File: src/rtl/qpwr_pkg.sv
// Shared types for the quadrature reactive power accumulator.
package qpwr_pkg;

    // Serial divider sequencing state.
    typedef enum logic {
        DV_IDLE = 1'b0,
        DV_RUN  = 1'b1
    } dv_state_e;

endpackage

File: src/rtl/qpwr_integ.sv
// Leaky first-order integrator giving a ~90 degree lagged copy of the voltage.
// Assumes INT_W leaves at least two guard bits above SAMP_W+LEAK_SH so the
// bounded steady state (|x| * 2^LEAK_SH) never wraps.
module qpwr_integ #(
    parameter int SAMP_W  = 16,
    parameter int LEAK_SH = 12,
    parameter int INT_W   = SAMP_W + LEAK_SH + 2
) (
    input  logic                     clk,
    input  logic                     rst_n,
    input  logic                     en,
    input  logic signed [SAMP_W-1:0] x,
    output logic signed [INT_W-1:0]  y
);

    logic signed [INT_W-1:0] x_ext;
    logic signed [INT_W-1:0] leak;

    // Sign-extend the sample and form the floor-shifted leak term.
    always_comb begin
        x_ext = {{(INT_W-SAMP_W){x[SAMP_W-1]}}, x};
        leak  = y >>> LEAK_SH;
    end

    // Advance the integrator state on each sample strobe.
    always_ff @(posedge clk) begin
        if (!rst_n) begin
            y <= '0;
        end else if (en) begin
            y <= y + x_ext - leak;
        end
    end

endmodule

File: src/rtl/qpwr_qprod.sv
// Two pipeline stages: gain correction with round-and-clamp to sample width,
// then multiplication by the aligned current sample. Valid and window-done
// flags travel beside the data so the window boundary stays sample-exact.
// Assumes coef is stable while samples are in flight.
module qpwr_qprod #(
    parameter int SAMP_W    = 16,
    parameter int INT_W     = 30,
    parameter int COEF_W    = 16,
    parameter int COEF_FRAC = 15,
    parameter int PROD_W    = 2 * SAMP_W
) (
    input  logic                     clk,
    input  logic                     rst_n,
    input  logic                     in_vld,
    input  logic                     in_done,
    input  logic signed [INT_W-1:0]  y,
    input  logic        [COEF_W-1:0] coef,
    input  logic signed [SAMP_W-1:0] cur,
    output logic                     p_vld,
    output logic                     p_done,
    output logic signed [PROD_W-1:0] p
);

    localparam int MW = INT_W + COEF_W + 1;
    localparam logic signed [MW-1:0] RND  = MW'(1) << (COEF_FRAC - 1);
    localparam logic signed [MW-1:0] SMAX = MW'((2 ** (SAMP_W - 1)) - 1);
    localparam logic signed [MW-1:0] SMIN = -SMAX - RND + RND - MW'(1);

    logic signed [MW-1:0]     prod_full;
    logic signed [MW-1:0]     rnd;
    logic signed [MW-1:0]     rnd_sat;
    logic signed [SAMP_W-1:0] vq_b;
    logic signed [SAMP_W-1:0] cur_b;
    logic                     vld_b;
    logic                     done_b;

    // Scale by the correction coefficient, round half up, clamp to range.
    always_comb begin
        prod_full = y * $signed({1'b0, coef});
        rnd       = (prod_full + RND) >>> COEF_FRAC;
        if (rnd > SMAX) begin
            rnd_sat = SMAX;
        end else if (rnd < SMIN) begin
            rnd_sat = SMIN;
        end else begin
            rnd_sat = rnd;
        end
    end

    // Stage B: register corrected quadrature voltage with its current sample.
    always_ff @(posedge clk) begin
        if (!rst_n) begin
            vq_b   <= '0;
            cur_b  <= '0;
            vld_b  <= 1'b0;
            done_b <= 1'b0;
        end else begin
            vq_b   <= SAMP_W'(rnd_sat);
            cur_b  <= cur;
            vld_b  <= in_vld;
            done_b <= in_done;
        end
    end

    // Stage C: register the instantaneous quadrature power.
    always_ff @(posedge clk) begin
        if (!rst_n) begin
            p      <= '0;
            p_vld  <= 1'b0;
            p_done <= 1'b0;
        end else begin
            p      <= vq_b * cur_b;
            p_vld  <= vld_b;
            p_done <= done_b;
        end
    end

endmodule

File: src/rtl/qpwr_window.sv
// Window accumulator: sums products and counts samples; on the delayed
// window-done flag it captures sum and count (including a product arriving
// in the same cycle) and restarts from zero. Assumes fewer than 2^CNT_W
// samples per window.
module qpwr_window #(
    parameter int PROD_W = 32,
    parameter int CNT_W  = 16,
    parameter int ACC_W  = PROD_W + CNT_W
) (
    input  logic                     clk,
    input  logic                     rst_n,
    input  logic                     p_vld,
    input  logic                     p_done,
    input  logic signed [PROD_W-1:0] p,
    output logic                     snap_vld,
    output logic signed [ACC_W-1:0]  snap_sum,
    output logic        [CNT_W-1:0]  snap_cnt
);

    logic signed [ACC_W-1:0] acc;
    logic        [CNT_W-1:0] cnt;
    logic signed [ACC_W-1:0] sum_next;
    logic        [CNT_W-1:0] cnt_next;

    // Running sum and count including the product arriving this cycle.
    always_comb begin
        sum_next = p_vld ? acc + {{(ACC_W-PROD_W){p[PROD_W-1]}}, p} : acc;
        cnt_next = cnt + CNT_W'(p_vld);
    end

    // Accumulate, or capture and restart at the window boundary.
    always_ff @(posedge clk) begin
        if (!rst_n) begin
            acc      <= '0;
            cnt      <= '0;
            snap_sum <= '0;
            snap_cnt <= '0;
            snap_vld <= 1'b0;
        end else if (p_done) begin
            acc      <= '0;
            cnt      <= '0;
            snap_sum <= sum_next;
            snap_cnt <= cnt_next;
            snap_vld <= 1'b1;
        end else begin
            acc      <= sum_next;
            cnt      <= cnt_next;
            snap_vld <= 1'b0;
        end
    end

endmodule

File: src/rtl/qpwr_sdiv.sv
// Serial signed-by-unsigned restoring divider, one quotient bit per cycle.
// Result truncates toward zero; a zero divisor yields zero. A new start
// while running restarts with the new operands. Latency: ACC_W edges
// after the edge that samples start.
module qpwr_sdiv #(
    parameter int ACC_W = 48,
    parameter int CNT_W = 16,
    parameter int OUT_W = 32
) (
    input  logic                    clk,
    input  logic                    rst_n,
    input  logic                    start,
    input  logic signed [ACC_W-1:0] num,
    input  logic        [CNT_W-1:0] den,
    output logic                    q_vld,
    output logic signed [OUT_W-1:0] q
);
    import qpwr_pkg::*;

    localparam int STEP_W = $clog2(ACC_W);

    dv_state_e           st;
    logic [STEP_W-1:0]   step;
    logic [ACC_W-1:0]    work;
    logic [CNT_W-1:0]    rem;
    logic [CNT_W-1:0]    dvs;
    logic                neg;
    logic [ACC_W-1:0]    num_mag;
    logic [CNT_W:0]      rem_sh;
    logic                ge;
    logic [CNT_W-1:0]    rem_nx;
    logic [ACC_W-1:0]    work_nx;
    logic [ACC_W-1:0]    q_full;

    // Operand magnitude and one restoring step.
    always_comb begin
        num_mag = num[ACC_W-1] ? ACC_W'(-num) : ACC_W'(num);
        rem_sh  = {rem, work[ACC_W-1]};
        ge      = rem_sh >= {1'b0, dvs};
        rem_nx  = ge ? CNT_W'(rem_sh - {1'b0, dvs}) : CNT_W'(rem_sh);
        work_nx = {work[ACC_W-2:0], ge};
        if (dvs == '0) begin
            q_full = '0;
        end else if (neg) begin
            q_full = -work_nx;
        end else begin
            q_full = work_nx;
        end
    end

    // Load operands, iterate, and publish the quotient.
    always_ff @(posedge clk) begin
        if (!rst_n) begin
            st    <= DV_IDLE;
            step  <= '0;
            work  <= '0;
            rem   <= '0;
            dvs   <= '0;
            neg   <= 1'b0;
            q_vld <= 1'b0;
            q     <= '0;
        end else begin
            q_vld <= 1'b0;
            if (start) begin
                st   <= DV_RUN;
                step <= '0;
                work <= num_mag;
                rem  <= '0;
                dvs  <= den;
                neg  <= num[ACC_W-1];
            end else if (st == DV_RUN) begin
                work <= work_nx;
                rem  <= rem_nx;
                step <= step + 1'b1;
                if (step == STEP_W'(ACC_W - 1)) begin
                    st    <= DV_IDLE;
                    q_vld <= 1'b1;
                    q     <= OUT_W'(q_full);
                end
            end
        end
    end

endmodule

File: src/rtl/qpwr_accum.sv
// Top: quadrature reactive power over a host-defined sample window.
// Pipeline: integrator (stage A) -> gain correction (B) -> product (C)
// -> window accumulation (D) -> serial divider. win_done is delayed along
// with the samples so the window boundary is exact. Assumes coef is stable
// while samples are in flight and window-done pulses are at least ACC_W+1
// cycles apart.
module qpwr_accum #(
    parameter int SAMP_W    = 16,
    parameter int COEF_W    = 16,
    parameter int COEF_FRAC = 15,
    parameter int LEAK_SH   = 12,
    parameter int CNT_W     = 16
) (
    input  logic                       clk,
    input  logic                       rst_n,
    input  logic                       smp_vld,
    input  logic signed [SAMP_W-1:0]   v_smp,
    input  logic signed [SAMP_W-1:0]   i_smp,
    input  logic        [COEF_W-1:0]   coef,
    input  logic                       win_done,
    output logic                       q_vld,
    output logic signed [2*SAMP_W-1:0] q_avg
);

    localparam int INT_W  = SAMP_W + LEAK_SH + 2;
    localparam int PROD_W = 2 * SAMP_W;
    localparam int ACC_W  = PROD_W + CNT_W;

    logic signed [INT_W-1:0]  integ_y;
    logic signed [SAMP_W-1:0] i_a;
    logic                     vld_a;
    logic                     done_a;
    logic                     p_vld;
    logic                     p_done;
    logic signed [PROD_W-1:0] p;
    logic                     snap_vld;
    logic signed [ACC_W-1:0]  snap_sum;
    logic        [CNT_W-1:0]  snap_cnt;

    qpwr_integ #(
        .SAMP_W (SAMP_W),
        .LEAK_SH(LEAK_SH),
        .INT_W  (INT_W)
    ) u_integ (
        .clk  (clk),
        .rst_n(rst_n),
        .en   (smp_vld),
        .x    (v_smp),
        .y    (integ_y)
    );

    // Stage A: hold current sample and flags beside the integrator update.
    always_ff @(posedge clk) begin
        if (!rst_n) begin
            i_a    <= '0;
            vld_a  <= 1'b0;
            done_a <= 1'b0;
        end else begin
            i_a    <= i_smp;
            vld_a  <= smp_vld;
            done_a <= win_done;
        end
    end

    qpwr_qprod #(
        .SAMP_W   (SAMP_W),
        .INT_W    (INT_W),
        .COEF_W   (COEF_W),
        .COEF_FRAC(COEF_FRAC),
        .PROD_W   (PROD_W)
    ) u_qprod (
        .clk    (clk),
        .rst_n  (rst_n),
        .in_vld (vld_a),
        .in_done(done_a),
        .y      (integ_y),
        .coef   (coef),
        .cur    (i_a),
        .p_vld  (p_vld),
        .p_done (p_done),
        .p      (p)
    );

    qpwr_window #(
        .PROD_W(PROD_W),
        .CNT_W (CNT_W),
        .ACC_W (ACC_W)
    ) u_window (
        .clk     (clk),
        .rst_n   (rst_n),
        .p_vld   (p_vld),
        .p_done  (p_done),
        .p       (p),
        .snap_vld(snap_vld),
        .snap_sum(snap_sum),
        .snap_cnt(snap_cnt)
    );

    qpwr_sdiv #(
        .ACC_W(ACC_W),
        .CNT_W(CNT_W),
        .OUT_W(PROD_W)
    ) u_sdiv (
        .clk  (clk),
        .rst_n(rst_n),
        .start(snap_vld),
        .num  (snap_sum),
        .den  (snap_cnt),
        .q_vld(q_vld),
        .q    (q_avg)
    );

endmodule

File: config.mk
export PLATFORM = sky130hd
export DESIGN_NAME = qpwr_accum
export DESIGN_NICKNAME = d
export VERILOG_FILES = /design/src/rtl/qpwr_pkg.sv /design/src/rtl/qpwr_integ.sv /design/src/rtl/qpwr_qprod.sv /design/src/rtl/qpwr_window.sv /design/src/rtl/qpwr_sdiv.sv /design/src/rtl/qpwr_accum.sv
export SDC_FILE = /design/constraint.sdc
export NUM_CORES = 2
export LEC_CHECK = 0
export BUFFER_PORTS_ARGS = -buffer_cell sky130_fd_sc_hd__buf_4
export CAP_MARGIN = 20
export CORE_MARGIN = 8
export CORE_UTILIZATION = 30
export CTS_BUF_LIST = sky130_fd_sc_hd__clkbuf_16
export CTS_CLUSTER_DIAMETER = 120
export CTS_CLUSTER_SIZE = 10
export DETAILED_ROUTE_END_ITERATION = 7
export PLACE_DENSITY_LB_ADDON = 0.12
export SETUP_SLACK_MARGIN = 0.4
export SLEW_MARGIN = 20
export SYNTH_ARGS = -nofsm -noshare
export SYNTH_HDL_FRONTEND = slang
export SYNTH_SLANG_ARGS = --single-unit
File: constraint.sdc
create_clock -name clk -period 10.9 [get_ports clk]
set_input_delay 1.635 -clock clk [delete_from_list [all_inputs] [get_ports clk]]
set_output_delay 1.635 -clock clk [all_outputs]
set_load 0.02 [all_outputs]
==> reports/qor.yml <==
cts_resized: 0
crit_required_ps: 11310
clkLatencyLatePin_ps: 610
grt_usage: 0.152
hold_path_class: "register to register"
grt_max_degree: 97
crit_fanout: 30
dieHeight_microns: 409
syn_nets: 6352
syn-cell-area_sq_mm: 0.0463
startpoint_type: "input pin"
ys.flop_type: "dfxtp_1"
cts-root-buf: "clkbuf_16"
num_rows: 144
clkSlewWorstSetupHoldPaths_ps: 50
tritoncts: "built"
vias_per_cell: 4.58
yosys_register_bits: 366
drive_gt1_frac: 0.0415
cp.arrival_ps: 9660
area_delta_synth_final_pct: 8.41
core-area_sq_mm: 0.154
routabilityCongestion: 0.796
status: "finished, final reports clean"
fp.dieArea_sq_mm: 0.167
rsz0062_at_grt: "no"
final_hold_viol_count: 0
cpMaxStageDelayCell: "o31ai_2"
synth_area_per_cell_sq_um: 8.86
syn_inst: 5230
synth_top_area_frac: 0.325
reg2reg_from: "u_integ.y[10]$_SDFFE_PN0P_"
first_pass_iters: 5
pin_count: 85
drc_errors: 0
numCtsBuffers: 44
place_hpwl_microns: 98200
num_vias: 33134
antenna_left: 0
ys_seq_area_frac: 0.158
whs_ps: 431
wl_microns: 126000
numClockSinks: 366
cts_buffer_depth: 3
yosys_warnings: 0
drtIter0Drc: 1434
drv_cap: 0
end_kind: "register"
synth_area_leaders: "fa_1 33%, dfxtp_1 16%, ha_1 8.6%"
finClkSkew_ps: 43.0
critPathLaunch: "coef[7]"
crit_type: "input pin to register"
setup_tns_ps: 0
synth_commonest_cells: "1017 x inv_1, 753 x fa_1, 462 x nand2_1, 456 x and2_1, 366 x dfxtp_1"
port_buffers: 84
grt_pass1_vias: 35965
max_slew_margin: 0.246
period_share: 0.849
fin_crit_ps: 9250
fmax_mhz: 108
synth_area_leader_cell: "fa_1"
multi_input_area_sq_mm: 0.0344
seq_area_sq_mm: 0.00734
ys_types: 69
max_stage_delay_ps: 860
fp.dieW_microns: 409
cp_common_cell: "fa_1"
final_nets: 6294
drv_slew: 0
grt.overflow.total: 0
wl_per_cell_microns: 17.5
holdCritStartpoint: "u_qprod.vld_b$_SDFF_PN0_"
htreeDepth: 2
grt_pass1_wl_microns: 207000
worstMarginPinSlew_ps: 1130
antenna_found_initial: 6
post_cts_buffers: 0
synth.most_common_cell: "inv_1"
start_util: 0.301
synth_edf_count: 0
ys_async_sr_fraction: 0
cts_hold_buf: 0
nFillCells: 16173
setup_viol: 0
-- cells by family after synthesis --
family	after synthesis	share of synthesized area
buf+inv	1245	0.101
simple gates	1505	0.163
mux	101	0.0219
compound gates	709	0.101
flops	366	0.158
xor+xnor	234	0.0442
fa+ha+maj	1070	0.411
-- final cells by class --
cell class / instances / share of cell area
antenna: 2 / 0.0000996
clock buffer: 45 / 0.0224
clock inverter: 13 / 0.00197
inverter: 1017 / 0.0761
multi-input combinational: 3619 / 0.684
sequential: 366 / 0.146
tap: 2044 / 0.0509
timing repair buffer: 124 / 0.0185
-- sequential cells by signal, summed over array words and instances (netlist names), 30 cells and up --
name / count
u_sdiv.work: 48
u_window.acc: 48
u_window.snap_sum: 48
u_qprod.p: 32
u_sdiv.q: 32
u_integ.y: 30
-- cells in the final DEF, fill, tap and decap left out, drive strengths merged, types with 5 or more instances in the layout --
master and instances:
a21o 81, o21bai 15, a22oi 17, and3 23
o21a 15, or4 14, o21ai 130, xor2 117
nand2b 34, o22ai 5, a31oi 17, clkbuf 45
a21oi 162, o211ai 10, nand4 25, dfxtp 366
clkinv 5, nor2 286, xnor2 117, a211o 5
o31ai 32, nand3 38, ha 317, inv 1024
mux2i 98, nor4 13, and4 8, a211oi 152
and2 456, a311oi 5, o41ai 22, nand2 463
buf 124, a21boi 11, or3 30, nor2b 66
or2 14, fa 753, nor3 28
-- metrics by stage --
step / util / setup WS (ps) / cells / area, sq um
after floorplan: - / 2120 / 5230 / 46300
after global placement: 0.319 / 1150 / 7170 / 49000
after detailed placement: 0.319 / 1180 / 7170 / 49000
after CTS: 0.327 / 1790 / 7228 / 50200
after global routing: 0.327 / 1310 / 7228 / 50200
final: 0.327 / 1650 / 7230 / 50200
-- critical path, delay by kind of cell --
family	cells	cell delay (ps)
compound gates	8	3050
fa+ha+maj	7	3400
buf+inv	6	610
simple gates	5	920
-- worst paths after layout --
kind,slack [ps],cells past startpoint,to
max,1650,26,u_qprod.vq_b[5]$_SDFF_PN0_
min,430,1,u_qprod.p_vld$_SDFF_PN0_
min reg2reg,430,1,u_qprod.p_vld$_SDFF_PN0_
max reg2reg,2110,25,u_qprod.vq_b[5]$_SDFF_PN0_
-- per-layer routing --
layer	vias up	wire length [microns]	track usage
met5	-	0	0
met4	0	2190	0.0278
met3	104	3270	0.0160
met2	355	58700	0.255
met1	16475	62100	0.214
li1	16200	-	-
Power is not shown: default switching activity piles up to over one toggle a cycle in this logic, so the estimate is an artifact.
